`config.mk`:
```
export PLATFORM = sky130hd
export DESIGN_NAME = alias_ctl_bank
export DESIGN_NICKNAME = d
export VERILOG_FILES = /design/src/rtl/alias_bank_pkg.sv /design/src/rtl/alias_reg.sv /design/src/rtl/masked_reg.sv /design/src/rtl/id_rom.sv /design/src/rtl/link_status.sv /design/src/rtl/alias_ctl_bank.sv
export SDC_FILE = /design/constraint.sdc
export NUM_CORES = 1
export LEC_CHECK = 0
export BUFFER_PORTS_ARGS = -buffer_cell sky130_fd_sc_hd__buf_2
export CORE_MARGIN = 4
export CORE_UTILIZATION = 58
export CTS_BUF_LIST = sky130_fd_sc_hd__clkbuf_4 sky130_fd_sc_hd__clkbuf_8
export DETAILED_ROUTE_END_ITERATION = 10
export PLACE_DENSITY_LB_ADDON = 0.08
export REMOVE_ABC_BUFFERS = 1
export SKIP_LAST_GASP = 1
export SYNTH_ARGS = -nofsm -noshare
export SYNTH_HDL_FRONTEND = slang
export SYNTH_HIERARCHICAL = 1
export SYNTH_SLANG_ARGS = --single-unit
```
`constraint.sdc`:
```
create_clock -name clk_i -period 1.8 [get_ports clk_i]
set_clock_uncertainty 0.15 [all_clocks]
set_input_delay 0.36 -clock clk_i [delete_from_list [all_inputs] [get_ports clk_i]]
set_output_delay 0.36 -clock clk_i [all_outputs]
set_load 0.005 [all_outputs]
```
`src/rtl/alias_bank_pkg.sv`:
```
`timescale 1ns/1ps
package alias_bank_pkg;
  localparam int DW = 8;
  localparam int AW = 8;
  typedef logic [DW-1:0] dbyte_t;
  typedef logic [AW-1:0] addr_t;

  localparam int N_ALIAS = 5;
  localparam addr_t  ALIAS_BASE [N_ALIAS] = '{8'h04, 8'h07, 8'hA1, 8'hAC, 8'hBB};
  localparam dbyte_t ALIAS_MASK [N_ALIAS] = '{8'h80, 8'h61, 8'h3F, 8'h20, 8'hFF};
  localparam dbyte_t ALIAS_RST  [N_ALIAS] = '{8'h41, 8'h10, 8'h10, 8'h00, 8'h00};

  localparam int FUNC_IDX = 0;
  localparam int SUSP_BIT = 6;

  localparam int N_ID = 4;
  localparam addr_t  ID_BASE = 8'h00;
  localparam dbyte_t ID_VAL [N_ID] = '{8'h51, 8'h04, 8'h02, 8'hC0};

  localparam addr_t  PWR_ADDR = 8'hFD;
  localparam addr_t  CLK_ADDR = 8'hFE;
  localparam addr_t  STS_ADDR = 8'hFF;
  localparam dbyte_t PWR_MASK = 8'h01;
  localparam dbyte_t CLK_MASK = 8'h07;
  localparam dbyte_t PWR_RST  = 8'h00;
  localparam dbyte_t CLK_RST  = 8'h02;

  typedef enum logic [1:0] {
    OP_LOAD = 2'd0,
    OP_SET  = 2'd1,
    OP_CLR  = 2'd2,
    OP_NONE = 2'd3
  } alias_op_e;
endpackage

```
`src/rtl/alias_reg.sv`:
```
`timescale 1ns/1ps
module alias_reg
  import alias_bank_pkg::*;
#(
  parameter addr_t  BASE = 8'h00,
  parameter dbyte_t MASK = 8'hFF,
  parameter dbyte_t RST  = 8'h00
) (
  input  logic   clk_i,
  input  logic   rst_ni,
  input  logic   wr_en_i,
  input  addr_t  addr_i,
  input  dbyte_t wdata_i,
  output dbyte_t q_o,
  output logic   hit_o
);
  addr_t     off;
  alias_op_e op;
  dbyte_t    nxt;

  assign off = addr_i - BASE;

  always_comb begin
    unique case (off)
      8'd0:    op = OP_LOAD;
      8'd1:    op = OP_SET;
      8'd2:    op = OP_CLR;
      default: op = OP_NONE;
    endcase
  end

  assign hit_o = (op != OP_NONE);

  // mask applied after the operation
  always_comb begin
    unique case (op)
      OP_LOAD: nxt = wdata_i & MASK;
      OP_SET:  nxt = (q_o | wdata_i) & MASK;
      OP_CLR:  nxt = (q_o & ~wdata_i) & MASK;
      default: nxt = q_o;
    endcase
  end

  always_ff @(posedge clk_i or negedge rst_ni) begin
    if (!rst_ni)               q_o <= RST;
    else if (wr_en_i && hit_o) q_o <= nxt;
  end
endmodule

```
`src/rtl/masked_reg.sv`:
```
`timescale 1ns/1ps
module masked_reg
  import alias_bank_pkg::*;
#(
  parameter addr_t  ADDR = 8'h00,
  parameter dbyte_t MASK = 8'hFF,
  parameter dbyte_t RST  = 8'h00
) (
  input  logic   clk_i,
  input  logic   rst_ni,
  input  logic   wr_en_i,
  input  addr_t  addr_i,
  input  dbyte_t wdata_i,
  output dbyte_t q_o,
  output logic   hit_o
);
  assign hit_o = (addr_i == ADDR);

  always_ff @(posedge clk_i or negedge rst_ni) begin
    if (!rst_ni)               q_o <= RST;
    else if (wr_en_i && hit_o) q_o <= wdata_i & MASK;
  end
endmodule

```
`src/rtl/id_rom.sv`:
```
`timescale 1ns/1ps
module id_rom
  import alias_bank_pkg::*;
(
  input  addr_t  addr_i,
  output dbyte_t data_o,
  output logic   hit_o
);
  logic   [N_ID-1:0] sel;
  dbyte_t            part [N_ID];

  for (genvar g = 0; g < N_ID; g++) begin : g_id
    assign sel[g]  = (addr_i == ID_BASE + addr_t'(g));
    assign part[g] = sel[g] ? ID_VAL[g] : '0;
  end

  always_comb begin
    data_o = '0;
    for (int i = 0; i < N_ID; i++) data_o |= part[i];
  end

  assign hit_o = |sel;
endmodule

```
`src/rtl/link_status.sv`:
```
`timescale 1ns/1ps
module link_status (
  input  logic pwr_req_i,
  input  logic clk_req_i,
  input  logic susp_i,
  output logic sts_o
);
  always_comb begin
    if (pwr_req_i)      sts_o = 1'b1;
    else if (clk_req_i) sts_o = 1'b1;
    else                sts_o = susp_i;
  end
endmodule

```
`src/rtl/alias_ctl_bank.sv`:
```
`timescale 1ns/1ps
module alias_ctl_bank
  import alias_bank_pkg::*;
(
  input  logic        clk_i,
  input  logic        rst_ni,
  input  logic        wr_en_i,
  input  logic        rd_en_i,
  input  logic [7:0]  addr_i,
  input  logic [7:0]  wdata_i,
  output logic [7:0]  rdata_o,
  output logic        err_o
);
  dbyte_t             al_q   [N_ALIAS];
  logic [N_ALIAS-1:0] al_hit;
  dbyte_t             pwr_q, clk_q, id_data;
  logic               pwr_hit, clk_hit, id_hit, sts_hit, sts_bit;
  dbyte_t             rd_val;
  logic               known;

  for (genvar g = 0; g < N_ALIAS; g++) begin : g_alias
    alias_reg #(
      .BASE (ALIAS_BASE[g]),
      .MASK (ALIAS_MASK[g]),
      .RST  (ALIAS_RST[g])
    ) u_reg (
      .clk_i   (clk_i),
      .rst_ni  (rst_ni),
      .wr_en_i (wr_en_i),
      .addr_i  (addr_i),
      .wdata_i (wdata_i),
      .q_o     (al_q[g]),
      .hit_o   (al_hit[g])
    );
  end

  masked_reg #(.ADDR(PWR_ADDR), .MASK(PWR_MASK), .RST(PWR_RST)) u_pwr (
    .clk_i   (clk_i),
    .rst_ni  (rst_ni),
    .wr_en_i (wr_en_i),
    .addr_i  (addr_i),
    .wdata_i (wdata_i),
    .q_o     (pwr_q),
    .hit_o   (pwr_hit)
  );

  masked_reg #(.ADDR(CLK_ADDR), .MASK(CLK_MASK), .RST(CLK_RST)) u_clk (
    .clk_i   (clk_i),
    .rst_ni  (rst_ni),
    .wr_en_i (wr_en_i),
    .addr_i  (addr_i),
    .wdata_i (wdata_i),
    .q_o     (clk_q),
    .hit_o   (clk_hit)
  );

  id_rom u_id (
    .addr_i (addr_i),
    .data_o (id_data),
    .hit_o  (id_hit)
  );

  link_status u_sts (
    .pwr_req_i (pwr_q[0]),
    .clk_req_i (clk_q[0]),
    .susp_i    (al_q[FUNC_IDX][SUSP_BIT]),
    .sts_o     (sts_bit)
  );

  assign sts_hit = (addr_i == STS_ADDR);

  always_comb begin
    rd_val = '0;
    known  = 1'b0;
    for (int i = 0; i < N_ALIAS; i++) begin
      if (al_hit[i]) begin
        rd_val = al_q[i];
        known  = 1'b1;
      end
    end
    if (id_hit)  begin rd_val = id_data;              known = 1'b1; end
    if (pwr_hit) begin rd_val = pwr_q;                known = 1'b1; end
    if (clk_hit) begin rd_val = clk_q;                known = 1'b1; end
    if (sts_hit) begin rd_val = {{(DW-1){1'b0}}, sts_bit}; known = 1'b1; end
  end

  always_ff @(posedge clk_i or negedge rst_ni) begin
    if (!rst_ni) begin
      rdata_o <= '0;
      err_o   <= 1'b0;
    end else begin
      if (rd_en_i) rdata_o <= rd_val;
      err_o <= (rd_en_i | wr_en_i) & ~known;
    end
  end
endmodule

```
==> results.py, run 1 <==
metrics = {
    "job": {
        "cap_viol_max_count": 0,
    },
    "placement": {
        "placed_cell_area_mm2": 0.003797,
        "hpwl_mm": 6.630,
        "globalplace.congestion": 0.9163,
        "port_buffers": 28,
        "placedCellCount": 517,
    },
    "route": {
        "drc": 0,
        "initialDrtViolationCount": 276,
        "drt-total-wl_mm": 10.29,
        "drtPass1Iterations": 7,
        "detail-route-antenna-nets": 0,
        "vias_per_cell": 6.033,
        "wire_per_inst_um": 18.78,
        "vias": 3306,
    },
    "logic_synthesis": {
        "ys_ff_latch": 34,
        "syn-cell-area_mm2": 0.003197,
        "synth-edff-count": 0,
        "synth-seq-area-share": 0.2677,
        "synth_area_per_cell_um2": 8.807,
        "yosysWarnings": 6,
        "synth-async-reset-ratio": 1.000,
        "syn_inst": 363,
        "synthFlopType": "dfrtp_1",
        "synth_cell_types": 72,
    },
    "layout": {
        "multi_input_area_mm2": 0.002211,
        "drive_gt1_frac": 0.4435,
        "antenna_cells": 0,
        "final_cell_mix": "buf_4, inv_1, conb_1",
        "nFillCells": 286,
        "final_area_mm2": 0.004446,
        "finalNonFillerCells": 548,
        "final_util": 0.8488,
        "layout_commonest_cell": "buf_4",
        "ff_latch_area_um2": 855.8,
        "final_nets": 512,
        "synthToLayoutAreaGrowth_pct": 39.06,
    },
    "outcome": {
        "violations": "negative setup slack",
        "status": "finished, violations left",
    },
    "clock_network": {
        "path_clk_slew_ns": 0.08,
        "numClockSinks": 34,
        "cts.htree.levels": 2,
        "clockBufferDepth": 2,
        "clkLatencyLatePin_ns": 0.29,
        "clock-root-buffer": "clkbuf_8",
        "numCtsBuffers": 5,
        "cts_tree": "done",
    },
    "grt": {
        "track_usage": 0.3009,
        "grt_max_degree": 35,
        "grt_pass1_vias": 3284,
        "overflow": 0,
        "antenna_found_initial": 0,
        "grt_pass1_wl_mm": 15.59,
    },
    "sta": {
        "rsz0062_at_grt": "yes",
        "post-route-period-util": 1.495,
        "hold_ws_ns": 0.2214,
        "min_period_ns": 2.691,
        "maxSlewViolCount": 0,
        "layout_setup_ws_ns": -0.8906,
        "setup_viol": 30,
        "finalHoldViolCount": 0,
        "clock.fmax_ghz": 0.3717,
    },
    "power_and_ir_drop": {
        "ir_drop_mv": 0.3502,
        "p_leak_nw": 2.045,
        "p_per_area_mw_per_mm2": 435.1,
    },
    "floorplanning": {
        "die_x_um": 82.24,
        "io_pins": 29,
        "start_util": 0.6104,
        "fp.coreArea_mm2": 0.005238,
        "die_h_um": 82.24,
        "core.rowCount": 26,
        "dieArea_mm2": 0.006763,
    },
    "worst_setup_path": {
        "cp-end-kind": "flop",
        "worstSetupStartpoint": "addr_i[4]",
        "crit_arrival_ns": 2.72,
        "r2r_start": "u_clk/q_o[0]",
        "critPathMaxFanout": 9,
        "cp-start-kind": "input pin",
        "crit_type": "input pin to flop",
        "cp.required_ns": 1.83,
    },
    "worst_hold_path": {
        "hold_path.class": "input pin to flop",
        "worstHoldStart": "wdata_i[7]",
    },
}
per-layer routing:
layer  routed length, µm  track usage  up-vias
li1                    -            -     1504
met1                4145       0.3790     1593
met2                5116       0.5240      163
met3                 628      0.04230       46
met4                 402       0.1030        0
met5                   0            0        -
sequential cells by signal, indices dropped and copies added, names as in the netlist:
register           count
rdata_o                8
u_clk/q_o              3
u_pwr/q_o              1
g_alias.u_reg/q_o     21
err_o                  1
cell usage after synthesis (6+ instances only):
cell	instances	area share
dfrtp_1	30	0.23
ha_1	15	0.059
o21ai_0	7	0.011
a21oi_1	22	0.034
o211ai_1	14	0.033
o22ai_1	13	0.025
conb_1	7	0.0082
o32ai_1	6	0.016
o31a_1	6	0.016
nand2b_1	7	0.014
nand2_1	11	0.013
buf_4	35	0.082
a221oi_1	13	0.036
a22o_1	12	0.033
nor2_1	13	0.015
inv_1	41	0.048
path summary, 6_finish.rpt:
path / end / slack [ns] / cells past startpoint
setup / recovery: rdata_o[0] / -0.89 / 13
setup reg to reg: rdata_o[0] / 0.34 / 3
hold / removal: g_alias[4].u_reg/q_o[7] / 0.22 / 2
min in group asynchronous: g_alias[4].u_reg/q_o[7] / 0.49 / 3
hold reg to reg: g_alias[4].u_reg/q_o[2] / 0.36 / 1
max in group asynchronous: g_alias[2].u_reg/q_o[4] / 0.65 / 3
per-stage QoR:
stage | total power [W] | worst slack (ns) | TNS (ns)
5_1_grt | 0.002017 | -0.9813 | -20.19
2_1_floorplan | 0.001037 | -1.186 | -13.63
6_report | 0.001934 | -0.8906 | -18.16
3_3_place_gp | 0.001249 | -1.179 | -26.33
4_1_cts | 0.001876 | -0.8707 | -16.73
3_5_place_dp | 0.001263 | -1.196 | -27.52
layout make-up:
type	instances	share of cell area
multi-input cells	264	0.4973
repair buffers	131	0.2339
flip-flops and latches	34	0.1925
inverters	41	0.03518
well taps	70	0.01970
clock buffers	6	0.01858
clock inverters	2	0.002815
worst max-delay path: stages:
cell and delay [ns]:
buf_6 0.09, buf_4 0.17, nor4b_4 0.33, nand2_1 0.14, nor3_2 0.19, inv_1 0.12
ha_4 0.18, inv_1 0.06, a41o_1 0.19, or2b_4 0.31, o221ai_2 0.18, o211ai_1 0.12
a32o_1 0.27
power by group:
group          internal, W  switching, W  leakage [nW]  total [W]
clock             0.000308      0.000296        0.0472   0.000603
combinational     0.000207      0.000228          1.55   0.000435
sequential        0.000834     0.0000621         0.447   0.000896
kinds of logic after synthesis:
| kind of cell | count (synthesis) | share of synthesized area |
|---|---|---|
| other | 7 | 0.008221 |
| XOR/XNOR | 1 | 0.002740 |
| multiplexers | 9 | 0.03522 |
| flip-flops | 34 | 0.2677 |
| AND/OR/NAND/NOR | 91 | 0.1980 |
| adder cells (fa/ha/maj) | 15 | 0.05871 |
| AO/OA/AOI/OAI | 116 | 0.2728 |
| buffers and inverters | 90 | 0.1566 |
what timing repair did:
item                                    in CTS  in global routing
resized for setup                           38                 48
setup buffers                               17                 10
hold buffers                                 1                  0
pin swaps                                   18                 32
cloned                                       0                  0
hold endpoints to repair                    30                  0
endpoints found under the setup margin      30                 32
(Power assumes the default switching activity.)
==> run 2: changes to the inputs <==
SYNTH_HIERARCHICAL = not set   (was 1)
==> results.py, run 2 <==
metrics = {
    "logic_synthesis": {
        "synth-async-reset-ratio": 1.000,
        "synthFlopType": "dfrtp_1",
        "synth-edff-count": 0,
        "synth_cell_types": 59,
        "synth_top_cell_by_area": "dfrtp_1",
        "yosysWarnings": 0,
        "synth_commonest_cells": "a21oi_1, dfrtp_1, nor2_1, nor2b_1, ha_1",
        "syn-cell-area_mm2": 0.002442,
        "yosysMostFrequentCell": "a21oi_1",
        "netlist.area_leader.share": 0.3074,
        "syn_inst": 289,
        "synth-seq-area-share": 0.3504,
        "ys_ff_latch": 34,
        "ys_top_cells_by_area": "dfrtp_1, a21oi_1, ha_1",
        "synth_area_per_cell_um2": 8.451,
    },
    "floorplanning": {
        "start_util": 0.6062,
        "core.rowCount": 23,
        "die_h_um": 72.89,
        "io_pins": 29,
        "die_x_um": 72.89,
    },
    "clock_network": {
        "numCtsBuffers": 5,
        "cts.htree.levels": 2,
        "post_cts_buffers": 28,
        "ctsResizeCount": 157,
        "clock-root-buffer": "clkbuf_8",
        "clockBufferDepth": 2,
        "holdBufCountCts": 1,
        "numClockSinks": 34,
    },
    "outcome": {
        "firstError": "[ERROR DPL-0038] Utilization greater than 100%, impossible to legalize",
        "status": "did not finish",
        "haltStage": "clock tree synthesis",
    },
    "placement": {
        "globalplace.congestion": 0.9662,
        "port_buffers": 28,
        "hpwl_mm": 5.849,
    },
}
## run 2: stage by stage
stage	cells	hold WS (ns)	instance area [µm²]	TNS, ns	setup WS, ns
floorplan	272	-0.08559	2361	-15.09	-0.7702
global placement	419	0.1017	3094	-22.01	-1.012
detailed placement	419	0.1035	3094	-23.56	-1.089
## run 2: logic make-up after synthesis
group / share of synthesized area
xor gates and xnor gates: 0.003587
buffers and inverters: 0.05635
adders and majority gates: 0.07684
muxes: 0.02203
and+or+nand+nor: 0.2316
AOI/OAI and AO/OA: 0.2592
DFF: 0.3504
==> run 3: changes to the inputs <==
CORE_UTILIZATION = 40   (was 58)
CTS_BUF_LIST = not set   (was sky130_fd_sc_hd__clkbuf_4 sky130_fd_sc_hd__clkbuf_8)
PLACE_DENSITY_LB_ADDON = 0.15   (was 0.08)
==> results.py, run 3 <==
metrics = {
    "logic_synthesis": {
        "syn_inst": 289,
        "syn-cell-area_mm2": 0.002442,
        "synth-seq-area-share": 0.3504,
        "ys_ff_latch": 34,
        "yosysWarnings": 0,
        "synth-edff-count": 0,
        "synthFlopType": "dfrtp_1",
        "yosysMostFrequentCell": "a21oi_1",
        "synth_commonest_cells": "a21oi_1, dfrtp_1, nor2_1, nor2b_1, ha_1",
        "ys_top_cells_by_area": "dfrtp_1, a21oi_1, ha_1",
        "synth-async-reset-ratio": 1.000,
        "netlist.area_leader.share": 0.3074,
        "synth_area_per_cell_um2": 8.451,
        "synth_top_cell_by_area": "dfrtp_1",
        "synth_cell_types": 59,
    },
    "route": {
        "drt-total-wl_mm": 9.049,
        "detail-route-antenna-nets": 0,
        "initialDrtViolationCount": 180,
        "drtPass1Iterations": 5,
        "wire_per_inst_um": 19.09,
        "vias": 2722,
        "vias_per_cell": 5.743,
        "drc": 0,
    },
    "floorplanning": {
        "start_util": 0.4125,
        "io_pins": 29,
        "dieArea_mm2": 0.007420,
        "core.rowCount": 28,
        "die_h_um": 86.14,
        "fp.coreArea_mm2": 0.005921,
        "die_x_um": 86.14,
    },
    "grt": {
        "track_usage": 0.2440,
        "overflow": 0,
        "grt_max_degree": 35,
        "grt_pass1_vias": 2786,
        "antenna_found_initial": 0,
        "grt_pass1_wl_mm": 14.10,
    },
    "worst_hold_path": {
        "hold_path_end": "u_clk.q_o[2]",
        "hold_path.class": "input pin to flop",
        "hold_depth": 3,
        "worstHoldStart": "wdata_i[2]",
    },
    "worst_setup_path": {
        "crit_chain": "buf_6, or4_4, buf_6, nor2_4, nand2_2, ha_4, o21ba_4, o311ai_4, buf_4, a21boi_1, o311ai_1",
        "reg2reg_setup_slack_ns": 0.26,
        "cp-end-kind": "flop",
        "path_buf_inv": 3,
        "crit_arrival_ns": 2.39,
        "r2r_start": "u_clk.q_o[0]",
        "crit_top_cell": "buf_6",
        "r2r_end": "rdata_o[0]",
        "cp_top_family": "simple AND/OR/NAND/NOR gates",
        "critPathMaxFanout": 4,
        "slowest_delay_ns": 0.56,
        "reg2regPathDepth": 5,
        "cpMaxStageDelayCell": "or4_4",
        "cp.required_ns": 1.84,
        "crit_type": "input pin to flop",
        "cp-start-kind": "input pin",
    },
    "sta": {
        "post-route-period-util": 1.306,
        "clock.fmax_ghz": 0.4253,
        "tightest_slew_ns": 0.4854,
        "setup_viol": 30,
        "layout_setup_ws_ns": -0.5511,
        "setup_tns_ns": -10.45,
        "relSlewSlack": 0.6754,
        "rsz0062_at_grt": "yes",
        "maxSlewViolCount": 0,
        "min_period_ns": 2.351,
        "finalHoldViolCount": 0,
    },
    "layout": {
        "largest_register": "g_alias.u_reg.q_o",
        "largestRegisters": "g_alias.u_reg.q_o x21, rdata_o x8, u_clk.q_o x3",
        "multi_input_area_mm2": 0.002006,
        "largest_reg_flops": 21,
        "nFillCells": 451,
        "final_cell_mix": "buf_4, dfrtp_1, a21oi_1",
        "layout_commonest_cell": "buf_4",
        "drive_gt1_frac": 0.5764,
        "ff_latch_area_um2": 855.8,
        "final_nets": 434,
        "synthToLayoutAreaGrowth_pct": 65.73,
        "antenna_cells": 0,
    },
    "placement": {
        "port_buffers": 28,
        "globalplace.congestion": 0.9009,
        "hpwl_mm": 5.767,
    },
    "job": {
        "cap_viol_max_count": 0,
    },
    "clock_network": {
        "numCtsBuffers": 5,
        "clkLatencyLatePin_ns": 0.29,
        "path_clk_slew_ns": 0.08,
        "cts.htree.levels": 2,
        "clockBufferDepth": 2,
        "cts_tree": "done",
        "numClockSinks": 34,
        "clock-root-buffer": "clkbuf_8",
    },
    "outcome": {
        "status": "finished, violations left",
        "violations": "negative setup slack",
    },
    "power_and_ir_drop": {
        "sw_frac_of_total": 0.3063,
        "clock_power_share": 0.303,
        "totalPowerFinal_w": 0.001834,
        "netSwitchingPower_w": 0.0005618,
        "p_int_w": 0.001272,
        "ir_drop_mv": 0.4153,
        "seqPwrFrac": 0.481,
        "p_per_area_mw_per_mm2": 453.1,
        "power_frac_comb": 0.215,
        "p_leak_nw": 1.777,
    },
}
[run 3: cell type report]
cell class                 count  share of cell area
multi-input combinational    223              0.4955
timing repair buffer         120              0.2365
sequential                    34              0.2114
tap                           75             0.02318
clock buffer                   5             0.01700
inverter                      15             0.01391
clock inverter                 2            0.002473
[run 3: how the worst max path moves through the flow]
stage	from	cells past startpoint	end
3_3_place_gp	addr_i[4]	12	rdata_o[1]
6_report	addr_i[7]	11	rdata_o[6]
4_1_cts	addr_i[7]	10	rdata_o[0]
5_1_grt	addr_i[7]	11	rdata_o[6]
2_1_floorplan	addr_i[4]	8	rdata_o[0]
3_5_place_dp	addr_i[4]	9	rdata_o[0]
[run 3: timing repair]
action	4_1_cts	5_1_grt
hold endpoints to repair	30	0
gates resized for setup	98	48
gates cloned	0	0
setup endpoints to repair	30	30
hold buffers	1	0
buffers inserted	15	9
pin swaps	54	21
[run 3: power by group through the flow]
stage / Sequential, W / Combinational [W] / Clock, W
after global placement: 0.000886 / 0.000299 / 0
after detailed placement: 0.000886 / 0.000303 / 0
after CTS: 0.000875 / 0.000350 / 0.000561
after floorplan: 0.000872 / 0.000132 / 0
after global routing: 0.000889 / 0.000426 / 0.000596
final: 0.000883 / 0.000395 / 0.000556
[run 3: worst min-delay path, delay by kind of cell]
| kind | cells | cell delay, ns |
|---|---|---|
| buf+inv | 1 | 0.16 |
| compound gates | 1 | 0.07 |
| simple gates | 1 | 0.07 |
[run 3: per-stage QoR]
step           setup WS, ns  utilization  cells  cell area (µm²)  hold slack [ns]
2_1_floorplan       -0.7702            -    272             2361         -0.08559
3_3_place_gp        -0.8892       0.5304    446             3141           0.1863
3_5_place_dp         -1.039       0.5304    446             3141           0.1859
4_1_cts             -0.5811       0.6397    467             3787           0.2366
5_1_grt             -0.6275       0.6836    474             4048           0.2722
6_report            -0.5511       0.6836    474             4048           0.2620
[run 3: kinds of logic (layout without fill, tap and decap cells)]
family / Yosys count / count (layout) / share of synthesized area
AOI/OAI and AO/OA: 96 / 96 / 0.2592
DFF: 34 / 34 / 0.3504
muxes: 5 / 5 / 0.02203
buffers and inverters: 32 / 142 / 0.05635
adders and majority gates: 15 / 15 / 0.07684
xor gates and xnor gates: 1 / 1 / 0.003587
and+or+nand+nor: 106 / 106 / 0.2316
[run 3: layer usage]
| layer | wire, µm | vias to the layer above | global-route usage | part of all wire |
|---|---|---|---|---|
| li1 | - | 1270 | - | - |
| met1 | 3899 | 1346 | 0.3114 | 0.43 |
| met2 | 4491 | 90 | 0.4078 | 0.50 |
| met3 | 475 | 16 | 0.04611 | 0.052 |
| met4 | 184 | 0 | 0.09209 | 0.020 |
| met5 | 0 | - | 0 | 0 |
